`src/rtl/spw_pkg.sv`:
```
package spw_pkg;

  typedef enum logic [2:0] {
    ST_IDLE  = 3'd0,
    ST_FETCH = 3'd1,
    ST_CSS   = 3'd2,
    ST_WRS   = 3'd3,
    ST_ACT   = 3'd4,
    ST_HLD   = 3'd5
  } spw_state_e;

  typedef struct packed {
    logic [3:0] cs_setup;
    logic [3:0] wr_setup;
    logic [3:0] wr_active;
    logic [3:0] wr_hold;
  } spw_phase_t;

  // field positions the phase sequencer decodes
  localparam int CFG_EN_BIT   = 0;
  localparam int CFG_HLD_LSB  = 4;
  localparam int CFG_ACT_LSB  = 8;
  localparam int CFG_WRS_LSB  = 12;
  localparam int CFG_CSS_LSB  = 16;

  localparam int TRG_SW_MODE  = 0;
  localparam int TRG_SW_CMD   = 1;
  localparam int TRG_HW_EN    = 3;
  localparam int TRG_HW_MASK  = 4;
  localparam int TRG_PER_TE   = 31;

  // reset word: active count 1, everything else 0, interface off
  localparam logic [31:0] CFG_RESET = 32'h0000_0100;

  function automatic spw_phase_t unpack_phases(input logic [31:0] w);
    spw_phase_t p;
    p.cs_setup  = w[CFG_CSS_LSB +: 4];
    p.wr_setup  = w[CFG_WRS_LSB +: 4];
    p.wr_active = w[CFG_ACT_LSB +: 4];
    p.wr_hold   = w[CFG_HLD_LSB +: 4];
    return p;
  endfunction

endpackage

```
`src/rtl/spw_cfg_regs.sv`:
```
module spw_cfg_regs
  import spw_pkg::*;
(
  input  logic        clk,
  input  logic        rst_n,
  input  logic        cfg_we,
  input  logic [3:0]  cfg_be,
  input  logic [31:0] cfg_wdata,
  input  logic        trg_we,
  input  logic [31:0] trg_wdata,
  output spw_phase_t  phases,
  output logic        if_en,
  output logic        trg_sw_mode,
  output logic        trg_hw_en,
  output logic        trg_hw_mask,
  output logic        trg_per_te,
  output logic        sw_cmd
);
  localparam int LANES = 4;

  logic [31:0] cfg_q;

  for (genvar b = 0; b < LANES; b++) begin : g_lane
    always_ff @(posedge clk or negedge rst_n) begin
      if (!rst_n)
        cfg_q[8*b +: 8] <= CFG_RESET[8*b +: 8];
      else if (cfg_we && cfg_be[b])
        cfg_q[8*b +: 8] <= cfg_wdata[8*b +: 8];
    end
  end

  always_ff @(posedge clk or negedge rst_n) begin
    if (!rst_n) begin
      trg_sw_mode <= 1'b0;
      trg_hw_en   <= 1'b0;
      trg_hw_mask <= 1'b0;
      trg_per_te  <= 1'b0;
    end else if (trg_we) begin
      trg_sw_mode <= trg_wdata[TRG_SW_MODE];
      trg_hw_en   <= trg_wdata[TRG_HW_EN];
      trg_hw_mask <= trg_wdata[TRG_HW_MASK];
      trg_per_te  <= trg_wdata[TRG_PER_TE];
    end
  end

  // command bit acts only in the write cycle, and only together with software mode
  assign sw_cmd = trg_we && trg_wdata[TRG_SW_MODE] && trg_wdata[TRG_SW_CMD];
  assign phases = unpack_phases(cfg_q);
  assign if_en  = cfg_q[CFG_EN_BIT];

  logic unused_bits;
  assign unused_bits = ^{cfg_q[31:20], cfg_q[3:1], trg_wdata[30:5], trg_wdata[2]};
endmodule

```
`src/rtl/spw_trig_arb.sv`:
```
module spw_trig_arb (
  input  logic clk,
  input  logic rst_n,
  input  logic if_en,
  input  logic size_ok,
  input  logic engine_busy,
  input  logic trg_sw_mode,
  input  logic trg_hw_en,
  input  logic trg_hw_mask,
  input  logic trg_per_te,
  input  logic sw_cmd,
  input  logic hw_trig_in,
  input  logic te_in,
  output logic te_rise,
  output logic start_go
);
  logic te_q;
  logic hw_path_open;
  logic hw_req;

  always_ff @(posedge clk or negedge rst_n) begin
    if (!rst_n) te_q <= 1'b0;
    else        te_q <= te_in;
  end

  assign te_rise      = te_in && !te_q;
  assign hw_path_open = !trg_sw_mode && trg_hw_en && !trg_hw_mask;
  assign hw_req       = hw_path_open && (hw_trig_in || (trg_per_te && te_rise));
  // repeat requests are dropped while a frame is in flight
  assign start_go     = if_en && size_ok && !engine_busy && (sw_cmd || hw_req);
endmodule

```
`src/rtl/spw_strobe_fsm.sv`:
```
module spw_strobe_fsm
  import spw_pkg::*;
#(
  parameter int DATA_W = 16,
  parameter int DIM_W  = 8
) (
  input  logic              clk,
  input  logic              rst_n,
  input  logic              if_en,
  input  logic              start_go,
  input  spw_phase_t        phases,
  input  logic [DIM_W-1:0]  frame_w,
  input  logic [DIM_W-1:0]  frame_h,
  input  logic              pix_valid,
  input  logic [DATA_W-1:0] pix_data,
  output logic              pix_ready,
  output logic              cs_n,
  output logic              wr_n,
  output logic [DATA_W-1:0] lcd_data,
  output logic              busy,
  output logic              size_ok,
  output logic              frame_end
);
  localparam int CW = 2 * DIM_W;

  function automatic logic [CW-1:0] frame_pixels(input logic [DIM_W-1:0] w,
                                                 input logic [DIM_W-1:0] h);
    return CW'(w) * CW'(h);
  endfunction

  spw_state_e        state;
  logic [3:0]        ph_cnt;
  logic [CW-1:0]     pix_idx;
  logic [CW-1:0]     tot_q;
  logic [DATA_W-1:0] data_q;
  logic              ph_done;
  logic              last_pix;

  assign ph_done  = (ph_cnt == 4'd0);
  assign last_pix = (pix_idx + CW'(1)) == tot_q;

  always_ff @(posedge clk or negedge rst_n) begin
    if (!rst_n) begin
      state   <= ST_IDLE;
      ph_cnt  <= '0;
      pix_idx <= '0;
      tot_q   <= '0;
      data_q  <= '0;
    end else if (!if_en) begin
      state <= ST_IDLE;
    end else begin
      unique case (state)
        ST_IDLE: if (start_go) begin
          state   <= ST_FETCH;
          pix_idx <= '0;
          tot_q   <= frame_pixels(frame_w, frame_h);
        end
        ST_FETCH: if (pix_valid) begin
          data_q <= pix_data;
          ph_cnt <= phases.cs_setup;
          state  <= ST_CSS;
        end
        ST_CSS: if (ph_done) begin
          ph_cnt <= phases.wr_setup;
          state  <= ST_WRS;
        end else ph_cnt <= ph_cnt - 4'd1;
        ST_WRS: if (ph_done) begin
          ph_cnt <= phases.wr_active;
          state  <= ST_ACT;
        end else ph_cnt <= ph_cnt - 4'd1;
        ST_ACT: if (ph_done) begin
          ph_cnt <= phases.wr_hold;
          state  <= ST_HLD;
        end else ph_cnt <= ph_cnt - 4'd1;
        ST_HLD: if (ph_done) begin
          if (last_pix) state <= ST_IDLE;
          else begin
            pix_idx <= pix_idx + CW'(1);
            state   <= ST_FETCH;
          end
        end else ph_cnt <= ph_cnt - 4'd1;
        default: state <= ST_IDLE;
      endcase
    end
  end

  assign busy      = (state != ST_IDLE);
  assign pix_ready = (state == ST_FETCH) && if_en;
  assign cs_n      = !(state == ST_CSS || state == ST_WRS || state == ST_ACT || state == ST_HLD);
  assign wr_n      = (state != ST_ACT);
  assign lcd_data  = data_q;
  assign size_ok   = (frame_w != '0) && (frame_h != '0);
  assign frame_end = if_en && (state == ST_HLD) && ph_done && last_pix;
endmodule

```
`src/rtl/smart_panel_writer.sv`:
```
module smart_panel_writer
  import spw_pkg::*;
#(
  parameter int DATA_W = 16,
  parameter int DIM_W  = 8
) (
  input  logic              clk,
  input  logic              rst_n,
  input  logic              cfg_we,
  input  logic [3:0]        cfg_be,
  input  logic [31:0]       cfg_wdata,
  input  logic              trg_we,
  input  logic [31:0]       trg_wdata,
  input  logic              hw_trig_in,
  input  logic              te_in,
  input  logic [DIM_W-1:0]  frame_w,
  input  logic [DIM_W-1:0]  frame_h,
  input  logic              pix_valid,
  input  logic [DATA_W-1:0] pix_data,
  output logic              pix_ready,
  input  logic              irq_en,
  input  logic              irq_clr,
  output logic              lcd_cs_n,
  output logic              lcd_wr_n,
  output logic [DATA_W-1:0] lcd_data,
  output logic              busy,
  output logic              irq_pulse,
  output logic              irq_stat
);
  spw_phase_t phases;
  logic if_en, trg_sw_mode, trg_hw_en, trg_hw_mask, trg_per_te, sw_cmd;
  logic te_rise, start_go, size_ok, frame_end;

  spw_cfg_regs u_regs (
    .clk, .rst_n, .cfg_we, .cfg_be, .cfg_wdata, .trg_we, .trg_wdata,
    .phases, .if_en, .trg_sw_mode, .trg_hw_en, .trg_hw_mask, .trg_per_te, .sw_cmd
  );

  spw_trig_arb u_arb (
    .clk, .rst_n, .if_en, .size_ok, .engine_busy(busy),
    .trg_sw_mode, .trg_hw_en, .trg_hw_mask, .trg_per_te,
    .sw_cmd, .hw_trig_in, .te_in, .te_rise, .start_go
  );

  spw_strobe_fsm #(.DATA_W(DATA_W), .DIM_W(DIM_W)) u_fsm (
    .clk, .rst_n, .if_en, .start_go, .phases, .frame_w, .frame_h,
    .pix_valid, .pix_data, .pix_ready, .cs_n(lcd_cs_n), .wr_n(lcd_wr_n),
    .lcd_data, .busy, .size_ok, .frame_end
  );

  assign irq_pulse = frame_end && irq_en;

  always_ff @(posedge clk or negedge rst_n) begin
    if (!rst_n)         irq_stat <= 1'b0;
    else if (irq_pulse) irq_stat <= 1'b1;
    else if (irq_clr)   irq_stat <= 1'b0;
  end
endmodule

```
`config.mk`:
```
export PLATFORM = sky130hd
export DESIGN_NAME = smart_panel_writer
export DESIGN_NICKNAME = d
export VERILOG_FILES = /design/src/rtl/spw_pkg.sv /design/src/rtl/spw_cfg_regs.sv /design/src/rtl/spw_trig_arb.sv /design/src/rtl/spw_strobe_fsm.sv /design/src/rtl/smart_panel_writer.sv
export SDC_FILE = /design/constraint.sdc
export NUM_CORES = 1
export LEC_CHECK = 0
export ABC_AREA = 1
export BUFFER_PORTS_ARGS = -buffer_cell sky130_fd_sc_hd__buf_4
export CORE_UTILIZATION = 59
export DETAILED_ROUTE_END_ITERATION = 10
export PLACE_DENSITY_LB_ADDON = 0.25
export SLEW_MARGIN = 20
export SYNTH_ARGS = -nofsm -noshare
export SYNTH_HDL_FRONTEND = slang
export SYNTH_SLANG_ARGS = --single-unit
export TNS_END_PERCENT = 100
```
`constraint.sdc`:
```
create_clock -name clk -period 4.5 [get_ports clk]
set_input_delay 0.675 -clock clk [delete_from_list [all_inputs] [get_ports clk]]
set_output_delay 0.675 -clock clk [all_outputs]
set_load 0.03 [all_outputs]
```
==> results.py <==
metrics = {
    "power": {
        "internal-power_mw": 1.868,
        "sequentialPowerShare_pct": 30.3,
        "switching_share_pct": 43.84,
        "leakage_nw": 4.281,
        "p_comb_share_pct": 53.3,
        "power.share.clock_pct": 16.4,
        "irDropWorstVdd_mv": 0.3121,
        "p_sw_mw": 1.458,
        "power_density_nw_per_um2": 435.6,
    },
    "cells_and_area": {
        "syn2layout_area_growth_pct": 15.99,
        "multi_input_area_um2": 3906,
        "final_net_count": 1154,
        "final_common_cell": "nand2_1",
        "final-seq-area_um2": 1953,
        "antenna_cells": 0,
        "nFillCells": 893,
        "final_cell_mix": "271 x nand2_1, 154 x inv_1, 107 x buf_4, 77 x dfrtp_1, 45 x nand3_1",
        "stdcell_area_um2": 7635,
        "drive_gt1_share_pct": 17.13,
    },
    "sta": {
        "finClkSkew_ps": 15.80,
        "drv_slew": 0,
        "finalCritPeriodShare_pct": 93.08,
        "whs_ps": 439.8,
        "tightestPinTransition_ps": 968.6,
        "max_freq_mhz": 238.7,
        "setup_viol": 0,
        "rsz0062_at_grt": "false",
        "finalCriticalPeriod_ps": 4189,
        "maxSlewHeadroom_pct": 35.43,
        "hold_viol_final": 0,
    },
    "worst_setup_path": {
        "critPathLaunchType": "input pin",
        "end_kind": "flop",
        "cp_data_required_time_ps": 4720,
        "critPathArrivalTime_ps": 4410,
        "cp_max_fo": 5,
        "crit_type": "in2reg",
    },
    "global_routing": {
        "grtUsageTotal_pct": 26.32,
        "first_global_vias": 5310,
        "antenna_found_initial": 0,
        "overflow": 0,
        "grt_max_degree": 79,
        "grt_pass1_wl_um": 24210,
    },
    "placement": {
        "dpl.hpwl_um": 11270,
        "port_buffers": 87,
        "placed_area_um2": 7431,
        "place_congestion": 0.8897,
    },
    "synth": {
        "syn_nets": 1066,
        "yosys_warnings": 0,
        "ys_async_sr_fraction_pct": 100.0,
        "synth_edf_count": 0,
        "syn_avg_cell_area_um2": 7.463,
        "synth_seq_area_share_pct": 29.67,
        "postSynthCellCount": 882,
        "yosysUniqueCellTypes": 48,
        "yosys_register_bits": 78,
        "synthesis.area_um2": 6583,
        "ys.flop_type": "dfrtp_1",
    },
    "clocking": {
        "numCtsBuffers": 9,
        "cts_buffer_depth": 2,
        "cts_resized": 0,
        "holdBufCountCts": 0,
        "cts_tree": "yes",
        "post_cts_buffers": 0,
        "clock-sinks": 78,
        "path_clk_slew_ps": 80,
        "cts-root-buf": "clkbuf_8",
        "htree_levels": 3,
        "clk-insertion-delay-late_ps": 360,
    },
    "die": {
        "core_area_um2": 10840,
        "dieArea_um2": 11580,
        "initial_core_util_pct": 60.72,
        "die_h_um": 107.6,
        "die_x_um": 107.6,
        "io_pins": 131,
        "rows": 38,
    },
    "drt": {
        "drtIter0Drc": 418,
        "via_per_inst": 5.179,
        "dr.pass1.iters": 7,
        "post_drt_wl_per_cell_um": 12.94,
        "ant_nets": 0,
        "wirelength_um": 14430,
        "drc": 0,
        "vias": 5775,
    },
    "outcome": {
        "outcome": "finished clean",
    },
    "worst_hold_path": {
        "hp-class": "in2reg",
    },
    "job": {
        "max-cap-violations": 0,
    },
}
[Yosys cell counts (all sizes together), types with 3 or more instances]
cell type	number	share of area, %
ha	39	7.4
nor2	52	3.7
buf	4	0.49
xnor2	4	0.53
clkbuf	26	1.5
nand4	26	2.7
fa	36	11
nand2	280	16
o21ai	43	3.3
o22ai	4	0.38
mux2	14	2.4
nor3	5	0.38
a21oi	23	1.9
or2	3	0.29
nand3	47	3.8
dfrtp	77	29
xor2	10	1.3
nand3b	4	0.46
nor4	5	0.48
inv	157	9.0
o21bai	6	0.74
a31oi	3	0.29
[worst max-delay path, cell delays in order]
cell and delay (ps):
buf_4 130, nand2_1 60, inv_1 50, fa_1 500, fa_1 520, fa_1 540, inv_1 50, fa_1 530
inv_1 40, ha_1 310, a21oi_1 200, inv_1 70, a31oi_1 170, o21ai_0 150, a21oi_1 190, nand2_1 70
nand3_1 70, o21ai_0 80
[metal layers]
layer | global-route usage (%) | vias up | part of all wire, %
met1 | 37.14 | 2653 | 47
li1 | - | 2942 | -
met2 | 43.18 | 164 | 48
met4 | 5.382 | 0 | 1.1
met3 | 3.632 | 16 | 4.2
met5 | 0 | - | 0
[metrics by stage]
stage	setup TNS, ps	worst slack, ps	power, mW	util [%]	cells
2_1_floorplan	0	3.064	2.275	-	882
3_3_place_gp	-7.053	-7.053	2.740	68.55	1099
3_5_place_dp	-96.18	-72.95	2.783	68.55	1099
4_1_cts	0	295.3	3.338	70.43	1115
5_1_grt	0	54.11	3.625	70.43	1115
6_report	0	311.3	3.326	70.43	1115
[cells by family after synthesis]
group	after synthesis	synth area share, %
AOI/OAI and AO/OA	86	7.470
xor gates and xnor gates	16	2.566
adders and majority gates	75	18.36
buffers and inverters	188	10.99
DFF	78	29.67
muxes	14	2.395
and+or+nand+nor	425	28.55
[flip-flops by register name (all words and copies together) (netlist names)]
| register | cells |
|---|---|
| irq_stat | 1 |
| u_arb.te_q | 1 |
| u_fsm.lcd_data | 16 |
| u_fsm.ph_cnt | 4 |
| u_fsm.pix_idx | 16 |
| u_fsm.state | 3 |
| u_fsm.tot_q | 16 |
| u_regs.if_en | 1 |
| u_regs.phases | 16 |
| u_regs.trg_hw_en | 1 |
| u_regs.trg_hw_mask | 1 |
| u_regs.trg_per_te | 1 |
| u_regs.trg_sw_mode | 1 |
[path summary, 6_finish.rpt]
check	start	endpoint	slack [ps]	cells past startpoint
max in group asynchronous	rst_n	u_regs.phases[7]	3400	1
hold reg to reg	u_fsm.lcd_data[4]	u_fsm.lcd_data[4]	490	2
min in group asynchronous	rst_n	u_fsm.pix_idx[9]	450	1
setup / recovery	frame_w[1]	u_fsm.tot_q[13]	310	18
hold / removal	te_in	u_arb.te_q	440	1
setup reg to reg	u_fsm.state[1]	u_fsm.ph_cnt[2]	1820	12
[final cells by class]
type,instances,area share (%)
inverters,158,7.768
well taps,140,2.294
repair buffers,107,10.52
clock buffers,10,1.803
multi-input cells,616,51.16
flip-flops and latches,78,25.58
clock inverters,6,0.8686
[power by group through the flow]
stage               logic (mW)  clock network (mW)  registers [mW]
CTS                       1.78               0.552            1.01
floorplan                 1.15                   0            1.12
global route              2.01               0.585            1.03
finish                    1.77               0.544            1.01
detailed placement        1.77                   0            1.02
global placement          1.73                   0            1.01
Note: power is estimated with default switching activity, not from simulation.
